### config.mk
export PLATFORM = sky130hd
export DESIGN_NAME = npc_unit
export DESIGN_NICKNAME = d
export VERILOG_FILES = /design/src/rtl/npc_pkg.sv /design/src/rtl/npc_cond_eval.sv /design/src/rtl/npc_target_gen.sv /design/src/rtl/npc_select.sv /design/src/rtl/npc_unit.sv
export SDC_FILE = /design/constraint.sdc
export NUM_CORES = 1
export LEC_CHECK = 0
export BUFFER_PORTS_ARGS = -buffer_cell sky130_fd_sc_hd__buf_2
export CAP_MARGIN = 20
export CORE_AREA = 3 3 123 125
export CTS_BUF_LIST = sky130_fd_sc_hd__clkbuf_4
export CTS_CLUSTER_SIZE = 8
export DETAILED_ROUTE_END_ITERATION = 8
export DIE_AREA = 0 0 126 128
export GPL_TIMING_DRIVEN = 0
export HOLD_SLACK_MARGIN = 0.08
export PLACE_DENSITY = 0.75
export SLEW_MARGIN = 40
export SYNTH_ARGS = -nofsm -noshare
export SYNTH_HDL_FRONTEND = slang
export SYNTH_SLANG_ARGS = --single-unit
### constraint.sdc
create_clock -name clk -period 4.15 [get_ports clk]
set_input_delay 0.415 -clock clk [delete_from_list [all_inputs] [get_ports clk]]
set_output_delay 0.415 -clock clk [all_outputs]
set_load 0.02 [all_outputs]
### src/rtl/npc_pkg.sv
// Package: shared encodings for the next-PC unit.
// Assumes the decoder drives these codes directly on the flow_kind and
// cond_sel ports.
package npc_pkg;

    typedef enum logic [3:0] {
        FK_SEQ    = 4'd0,
        FK_JABS   = 4'd1,
        FK_CALL   = 4'd2,
        FK_BR     = 4'd3,
        FK_BCOND  = 4'd4,
        FK_JREG   = 4'd5,
        FK_CALLR  = 4'd6,
        FK_RET    = 4'd7,
        FK_BRET   = 4'd8,
        FK_ERET   = 4'd9,
        FK_NEXTPC = 4'd10
    } flow_kind_e;

    typedef enum logic [2:0] {
        CC_EQ  = 3'd0,
        CC_NE  = 3'd1,
        CC_GE  = 3'd2,
        CC_LT  = 3'd3,
        CC_GEU = 3'd4,
        CC_LTU = 3'd5
    } cond_e;

endpackage

### src/rtl/npc_cond_eval.sv
// Module: npc_cond_eval
// Evaluates a branch condition on two register operands, comparing A
// against B. Assumes two's complement operands. Selectors outside the
// defined set evaluate false.
module npc_cond_eval #(
    parameter int W = 32
) (
    input  logic [W-1:0] opa,
    input  logic [W-1:0] opb,
    input  logic [2:0]   sel,
    output logic         take
);
    import npc_pkg::*;

    logic eq_w;
    logic lts_w;
    logic ltu_w;

    // Purpose: form the three primitive relations once.
    always_comb begin
        eq_w  = (opa == opb);
        lts_w = ($signed(opa) < $signed(opb));
        ltu_w = (opa < opb);
    end

    // Purpose: map the selector onto the primitive relations.
    always_comb begin
        case (sel)
            CC_EQ:   take = eq_w;
            CC_NE:   take = !eq_w;
            CC_GE:   take = !lts_w;
            CC_LT:   take = lts_w;
            CC_GEU:  take = !ltu_w;
            CC_LTU:  take = ltu_w;
            default: take = 1'b0;
        endcase
    end

endmodule

### src/rtl/npc_target_gen.sv
// Module: npc_target_gen
// Forms the PC-derived candidate addresses: sequential, absolute within
// the current region, and PC-relative branch. Assumes the word size is
// 4 bytes. The region is whatever upper PC bits the absolute field does
// not cover.
module npc_target_gen #(
    parameter int W     = 32,
    parameter int IMM_J = 26,
    parameter int IMM_B = 16
) (
    input  logic [W-1:0]     pc,
    input  logic [IMM_J-1:0] imm_j,
    input  logic [IMM_B-1:0] imm_b,
    output logic [W-1:0]     seq_tgt,
    output logic [W-1:0]     abs_tgt,
    output logic [W-1:0]     rel_tgt
);
    localparam int REGION_BITS = W - IMM_J - 2;
    localparam logic [W-1:0] STEP = W'(4);

    logic [W-1:0] disp_w;

    // Purpose: sign-extend the displacement and clear its two low bits.
    always_comb begin
        disp_w = {{(W-IMM_B){imm_b[IMM_B-1]}}, imm_b[IMM_B-1:2], 2'b00};
    end

    // Purpose: sequential and relative adders.
    always_comb begin
        seq_tgt = pc + STEP;
        rel_tgt = pc + STEP + disp_w;
    end

    // Purpose: absolute target; region bits exist only if the field leaves room.
    generate
        if (REGION_BITS > 0) begin : g_region
            always_comb abs_tgt = {pc[W-1 -: REGION_BITS], imm_j, 2'b00};
        end else begin : g_flat
            always_comb abs_tgt = W'({imm_j, 2'b00});
        end
    endgenerate

endmodule

### src/rtl/npc_select.sv
// Module: npc_select
// Chooses the next PC from the candidates by flow kind, and raises the
// redirect and write strobes. Assumes unknown kinds behave as sequential.
// Every strobe is qualified by advance.
module npc_select #(
    parameter int W     = 32,
    parameter int IDX_W = 5
) (
    input  logic             advance,
    input  logic [3:0]       kind,
    input  logic             take,
    input  logic [IDX_W-1:0] dest_c,
    input  logic [W-1:0]     seq_tgt,
    input  logic [W-1:0]     abs_tgt,
    input  logic [W-1:0]     rel_tgt,
    input  logic [W-1:0]     opa,
    input  logic [W-1:0]     sv_ea,
    input  logic [W-1:0]     sv_ba,
    input  logic [W-1:0]     sv_ra,
    output logic [W-1:0]     next_pc,
    output logic             redirect,
    output logic             ra_we,
    output logic             c_we,
    output logic             status_restore
);
    import npc_pkg::*;

    logic xfer_w;
    logic ra_w;
    logic c_w;
    logic st_w;

    // Purpose: target mux and raw (unqualified) side effects per kind.
    always_comb begin
        next_pc = seq_tgt;
        xfer_w  = 1'b0;
        ra_w    = 1'b0;
        c_w     = 1'b0;
        st_w    = 1'b0;
        case (kind)
            FK_JABS:  begin next_pc = abs_tgt; xfer_w = 1'b1; end
            FK_CALL:  begin next_pc = abs_tgt; xfer_w = 1'b1; ra_w = 1'b1; end
            FK_BR:    begin next_pc = rel_tgt; xfer_w = 1'b1; end
            FK_BCOND: begin
                if (take) begin
                    next_pc = rel_tgt;
                    xfer_w  = 1'b1;
                end
            end
            FK_JREG:  begin next_pc = opa;   xfer_w = 1'b1; end
            FK_CALLR: begin next_pc = opa;   xfer_w = 1'b1; ra_w = 1'b1; end
            FK_RET:   begin next_pc = sv_ra; xfer_w = 1'b1; end
            FK_BRET:  begin next_pc = sv_ba; xfer_w = 1'b1; end
            FK_ERET:  begin next_pc = sv_ea; xfer_w = 1'b1; st_w = 1'b1; end
            FK_NEXTPC: c_w = (dest_c != '0);
            default:  ;
        endcase
    end

    // Purpose: qualify every strobe with advance.
    always_comb begin
        redirect       = advance && xfer_w;
        ra_we          = advance && ra_w;
        c_we           = advance && c_w;
        status_restore = advance && st_w;
    end

endmodule

### src/rtl/npc_unit.sv
// Module: npc_unit
// Top of the next-PC unit: holds the PC register and wires the condition
// evaluator, the target generator and the selector. Assumes one
// instruction is presented per cycle and is retired when advance is high.
module npc_unit #(
    parameter int          W         = 32,
    parameter int          IMM_J     = 26,
    parameter int          IMM_B     = 16,
    parameter int          IDX_W     = 5,
    parameter logic [31:0] RESET_VEC = 32'h0000_0100
) (
    input  logic             clk,
    input  logic             rst_n,
    input  logic             advance,
    input  logic [3:0]       flow_kind,
    input  logic [2:0]       cond_sel,
    input  logic [IMM_B-1:0] imm16,
    input  logic [IMM_J-1:0] imm26,
    input  logic [W-1:0]     opnd_a,
    input  logic [W-1:0]     opnd_b,
    input  logic [W-1:0]     reg_ea,
    input  logic [W-1:0]     reg_ba,
    input  logic [W-1:0]     reg_ra,
    input  logic [IDX_W-1:0] dest_c,
    output logic [W-1:0]     pc_q,
    output logic [W-1:0]     next_pc,
    output logic             redirect,
    output logic [W-1:0]     link_val,
    output logic             ra_we,
    output logic             c_we,
    output logic             status_restore
);
    import npc_pkg::*;

    localparam int RB = W - IMM_J - 2;
    localparam logic [W-1:0] RST_PC = W'(RESET_VEC);

    logic         take_w;
    logic [W-1:0] seq_w;
    logic [W-1:0] abs_w;
    logic [W-1:0] rel_w;

    npc_cond_eval #(.W(W)) u_cond (
        .opa  (opnd_a),
        .opb  (opnd_b),
        .sel  (cond_sel),
        .take (take_w)
    );

    npc_target_gen #(.W(W), .IMM_J(IMM_J), .IMM_B(IMM_B)) u_tgt (
        .pc      (pc_q),
        .imm_j   (imm26),
        .imm_b   (imm16),
        .seq_tgt (seq_w),
        .abs_tgt (abs_w),
        .rel_tgt (rel_w)
    );

    npc_select #(.W(W), .IDX_W(IDX_W)) u_sel (
        .advance        (advance),
        .kind           (flow_kind),
        .take           (take_w),
        .dest_c         (dest_c),
        .seq_tgt        (seq_w),
        .abs_tgt        (abs_w),
        .rel_tgt        (rel_w),
        .opa            (opnd_a),
        .sv_ea          (reg_ea),
        .sv_ba          (reg_ba),
        .sv_ra          (reg_ra),
        .next_pc        (next_pc),
        .redirect       (redirect),
        .ra_we          (ra_we),
        .c_we           (c_we),
        .status_restore (status_restore)
    );

    // Purpose: the link value is always the sequential address.
    always_comb link_val = seq_w;

    // Purpose: PC register with reset vector and advance enable.
    always_ff @(posedge clk) begin
        if (!rst_n) begin
            pc_q <= RST_PC;
        end else if (advance) begin
            pc_q <= next_pc;
        end
    end

    AST_RESET_LOAD: assert property (@(posedge clk) !rst_n |=> pc_q == RST_PC);
    AST_HOLD_IDLE: assert property (@(posedge clk) disable iff (!rst_n) !advance |=> $stable(pc_q));
    AST_SEQ_STEP: assert property (@(posedge clk) disable iff (!rst_n) (advance && !redirect) |=> pc_q == $past(pc_q) + W'(4));
    AST_JABS_REGION: assert property (@(posedge clk) disable iff (!rst_n) (advance && flow_kind == FK_JABS) |=> pc_q[W-1 -: RB] == $past(pc_q[W-1 -: RB]));
    AST_NOTTAKEN_SEQ: assert property (@(posedge clk) disable iff (!rst_n) (advance && flow_kind == FK_BCOND && !take_w) |-> !redirect);
    AST_RET_FROM_RA: assert property (@(posedge clk) disable iff (!rst_n) (advance && flow_kind == FK_RET) |=> pc_q == $past(reg_ra));
    AST_IDLE_QUIET: assert property (@(posedge clk) disable iff (!rst_n) !advance |-> !(redirect || ra_we || c_we || status_restore));
    AST_ONE_STROBE: assert property (@(posedge clk) disable iff (!rst_n) $onehot0({ra_we, c_we, status_restore}));

endmodule

==> flow_summary.json <==
{
  "run_status": "finished with violations",
  "violations": "negative setup slack",
  "hold_path_class": "input port to flip-flop",
  "final_util_pct": 64.49,
  "period_needed_ns": 4.561,
  "track_usage_pct": 34.74,
  "drcViolationCount": 0,
  "worstReg2RegEnd": "pc_q[24]",
  "die_h_um": 128,
  "avgSynthCellArea_sq_um": 7.155,
  "numCtsBuffers": 5,
  "wl_um": 31320,
  "cts_tree": "yes",
  "cp_slowest_cell": "dfxtp_4",
  "slew_viol_final": 0,
  "cts.sinks": 32,
  "setup_tns_ns": -4.409,
  "clock-skew-final_ns": 0.01753,
  "synth_ff_type": "dfxtp_1",
  "seq_area_frac_synth_pct": 11.16,
  "synth_cells": 802,
  "crit_path_max_fanout": 5,
  "largest_reg_flops": 32,
  "syn2layout_area_growth_pct": 57.22,
  "clockRootBuffer": "clkbuf_4",
  "reg2reg_slack_ns": 0.23,
  "hold_viol": 0,
  "place_congestion": 0.9833,
  "critPathMaxStageDelay_ns": 0.39,
  "setup_ws_ns": -0.4114,
  "ant_nets": 0,
  "crit_cells": 18,
  "finalNonFillerCells": 1368,
  "grt_max_degree": 20,
  "dr.pass1.iters": 8,
  "wl_met3_um": 3469,
  "top_register": "pc_q",
  "r2r_start": "pc_q[2]",
  "portBuffers": 312,
  "slew_headroom_pct": 44.64,
  "dr_wl_met2_um": 14870,
  "path_cells": "nand2_2 -> nor2_4 -> nand4_1 -> inv_2 -> nand4_1 -> xor2_1 -> inv_2 -> ha_4 -> and4_1 -> o2111ai_1 -> o21ba_2 -> a211o_1 -> and3_4 -> xnor2_1 -> o32a_1 -> o31ai_1 -> nand2_1 -> buf_2",
  "ys_seq_elements": 32,
  "peakVddDrop_mv": 0.1049,
  "synth_cell_types": 69,
  "critPathRequiredTime_ns": 3.73,
  "cp-start-kind": "flip-flop",
  "grt-ovfl-total": 0,
  "crit_type": "flip-flop to output port",
  "reg_top3": "pc_q: 32 flops",
  "worstSetupStartpoint": "pc_q[4]",
  "syn_nets": 1086,
  "avgViaCountPerCell": 6.276,
  "async_reset_ff_share_pct": 0,
  "endpoint": "next_pc[23]",
  "clock_latency_ns": 0.37,
  "dieArea_sq_um": 16130,
  "grt_pass1_wl_um": 43930,
  "final_nets": 1466,
  "cp.arrival_ns": 4.15,
  "vias": 8586,
  "synth_area_sq_um": 5738,
  "place_ws_ns": -0.6794,
  "cap_violations": 0,
  "ys_warn_count": 0,
  "top_layer": "met5",
  "worst_pin_slew_ns": 0.8304,
  "p_leak_uw": 0.004393,
  "total_power_uw": 1970,
  "dpl.hpwl_um": 23820,
  "clk_path_buf_depth": 2,
  "fin_crit_sh_pct": 109.9,
  "setup_viol": 15,
  "cp-end-kind": "output port",
  "clkSlewWorstSetupHoldPaths_ns": 0.13,
  "row_count": 43,
  "initial_core_util_pct": 41.02,
  "cellPowerDensity_nw_per_um2": 218.3,
  "cts_max_level": 2,
  "crit_family": "compound AO/OA/AOI/OAI gates",
  "place_inst": 1294,
  "fmax_mhz": 219.2,
  "layout-drive-gt1-share_pct": 44.38,
  "wire_per_inst_um": 22.89,
  "core_sq_um": 13990,
  "rsz0062_at_grt": "yes",
  "synth_edf_count": 0,
  "wl_met1_um": 11390,
  "ios": 317,
  "die_w_um": 126,
  "antenna_found_initial": 7,
  "drtIter0Drc": 1074,
  "rr_worst_depth": 19,
  "critPathBufInv": 3,
  "grt_pass1_vias": 7787
}
[worst min-delay path by stage]
stage	endpoint	cells after the start	slack, ns	start
after CTS	pc_q[1]	5	0.46	reg_ea[1]
after global routing	pc_q[13]	3	0.47	rst_n
after floorplan	pc_q[3]	2	0.52	pc_q[3]
after detailed placement	pc_q[3]	2	0.49	pc_q[3]
final	pc_q[1]	5	0.47	reg_ea[1]
after global placement	pc_q[3]	2	0.49	pc_q[3]
[placed cells by master (no fill, tap or decap), types with 6 or more instances in the layout]
cell type / synthesis / layout
o21ai_0: 55 / 44
a21o_1: 14 / 14
buf_4: 4 / 65
nand4_1: 17 / 17
a21oi_1: 52 / 42
a221oi_1: 21 / 18
buf_6: 1 / 8
nand2_1: 89 / 82
clkbuf_4: 0 / 7
buf_2: 1 / 304
buf_1: 6 / 6
ha_4: 0 / 15
xor2_1: 20 / 15
inv_1: 58 / 50
clkbuf_1: 28 / 26
a31oi_1: 14 / 11
xnor2_1: 38 / 26
a21oi_2: 0 / 10
xnor2_2: 0 / 7
inv_2: 0 / 8
nand2b_1: 6 / 6
ha_1: 66 / 50
nor2_1: 47 / 41
and2_1: 9 / 8
dfxtp_4: 0 / 9
nor3_1: 13 / 10
dfxtp_1: 32 / 22
o21ai_1: 1 / 9
nor2b_1: 9 / 9
a22oi_1: 20 / 20
a222oi_1: 23 / 23
nand3_1: 36 / 28
a221o_1: 12 / 12
nand2_2: 0 / 6
[timing repair]
| action | 4_1_cts | 5_1_grt |
|---|---|---|
| endpoints found under the setup margin | 33 | 27 |
| setup buffers | 29 | 32 |
| hold buffers | 0 | 0 |
| pin swaps | 32 | 44 |
| resized for setup | 73 | 89 |
[cells by family (layout without fill, tap and decap cells)]
family | after synthesis | in the layout | synth area share [%]
compound gates | 289 | 289 | 36.59
xor+xnor | 58 | 58 | 8.853
fa+ha+maj | 67 | 67 | 14.74
buf+inv | 98 | 479 | 6.825
flops | 32 | 32 | 11.16
mux | 3 | 3 | 0.5234
other cells | 0 | 5 | 0
simple gates | 255 | 255 | 21.30
[worst min-delay path, cell delays in order]
cell     delay (ns)
buf_2          0.07
nand2_1        0.04
nand3_1        0.11
mux2i_1        0.08
nor2_1         0.08
[report_power, final]
part	switching, uW	total [uW]	internal [uW]	leakage (uW)
Sequential	49.5	383	334	0.000271
Clock	136	205	69.4	0.0000308
Combinational	801	1380	581	0.00409
Total	986	1970	984	0.00439
[final cells by class]
type,count,area (sq um)
antenna,5,12.51
buffer,40,196.4
clock buffer,6,45.04
clock inverter,2,7.507
fill,1238,4967
inverter,58,217.7
multi-input combinational,672,5563
sequential,32,675.6
tap,180,225.2
timing repair buffer,373,2078
[per-layer routing]
| layer | up-vias | global-route usage [%] |
|---|---|---|
| li1 | 3827 | - |
| met1 | 4016 | 42.28 |
| met2 | 614 | 59.72 |
| met3 | 125 | 7.333 |
| met4 | 4 | 14.20 |
| met5 | - | 0 |
[through the flow]
step	hold slack (ns)	area, sq um
floorplan	0.5210	5903
global placement	0.4853	7690
detailed placement	0.4915	7695
CTS	0.4562	8313
global route	0.4693	9021
finish	0.4680	9021
[cell usage after synthesis, types with 4 or more instances]
cell type	instances	share of area, %
a211o_1	4	0.61
a211oi_1	8	1.0
a21o_1	14	1.8
a21oi_1	52	4.5
a221o_1	12	2.1
a221oi_1	21	3.2
a222oi_1	23	4.0
a22oi_1	20	2.6
a31oi_1	14	1.5
and2_1	9	0.98
and3_1	6	0.65
buf_1	6	0.39
buf_4	4	0.52
clkbuf_1	28	1.8
dfxtp_1	32	11
ha_1	66	14
inv_1	58	3.8
nand2_1	89	5.8
nand2b_1	6	0.65
nand3_1	36	3.1
nand4_1	17	1.9
nor2_1	47	3.1
nor2b_1	9	0.98
nor3_1	13	1.1
nor4_1	5	0.55
o211ai_1	5	0.65
o21a_1	4	0.52
o21ai_0	55	4.8
o21ba_1	5	0.87
o21ba_2	5	0.87
o221ai_1	4	0.61
o31ai_1	5	0.65
or2_2	4	0.44
xnor2_1	38	5.8
xor2_1	20	3.1
Note: power is estimated with default switching activity, not from simulation.
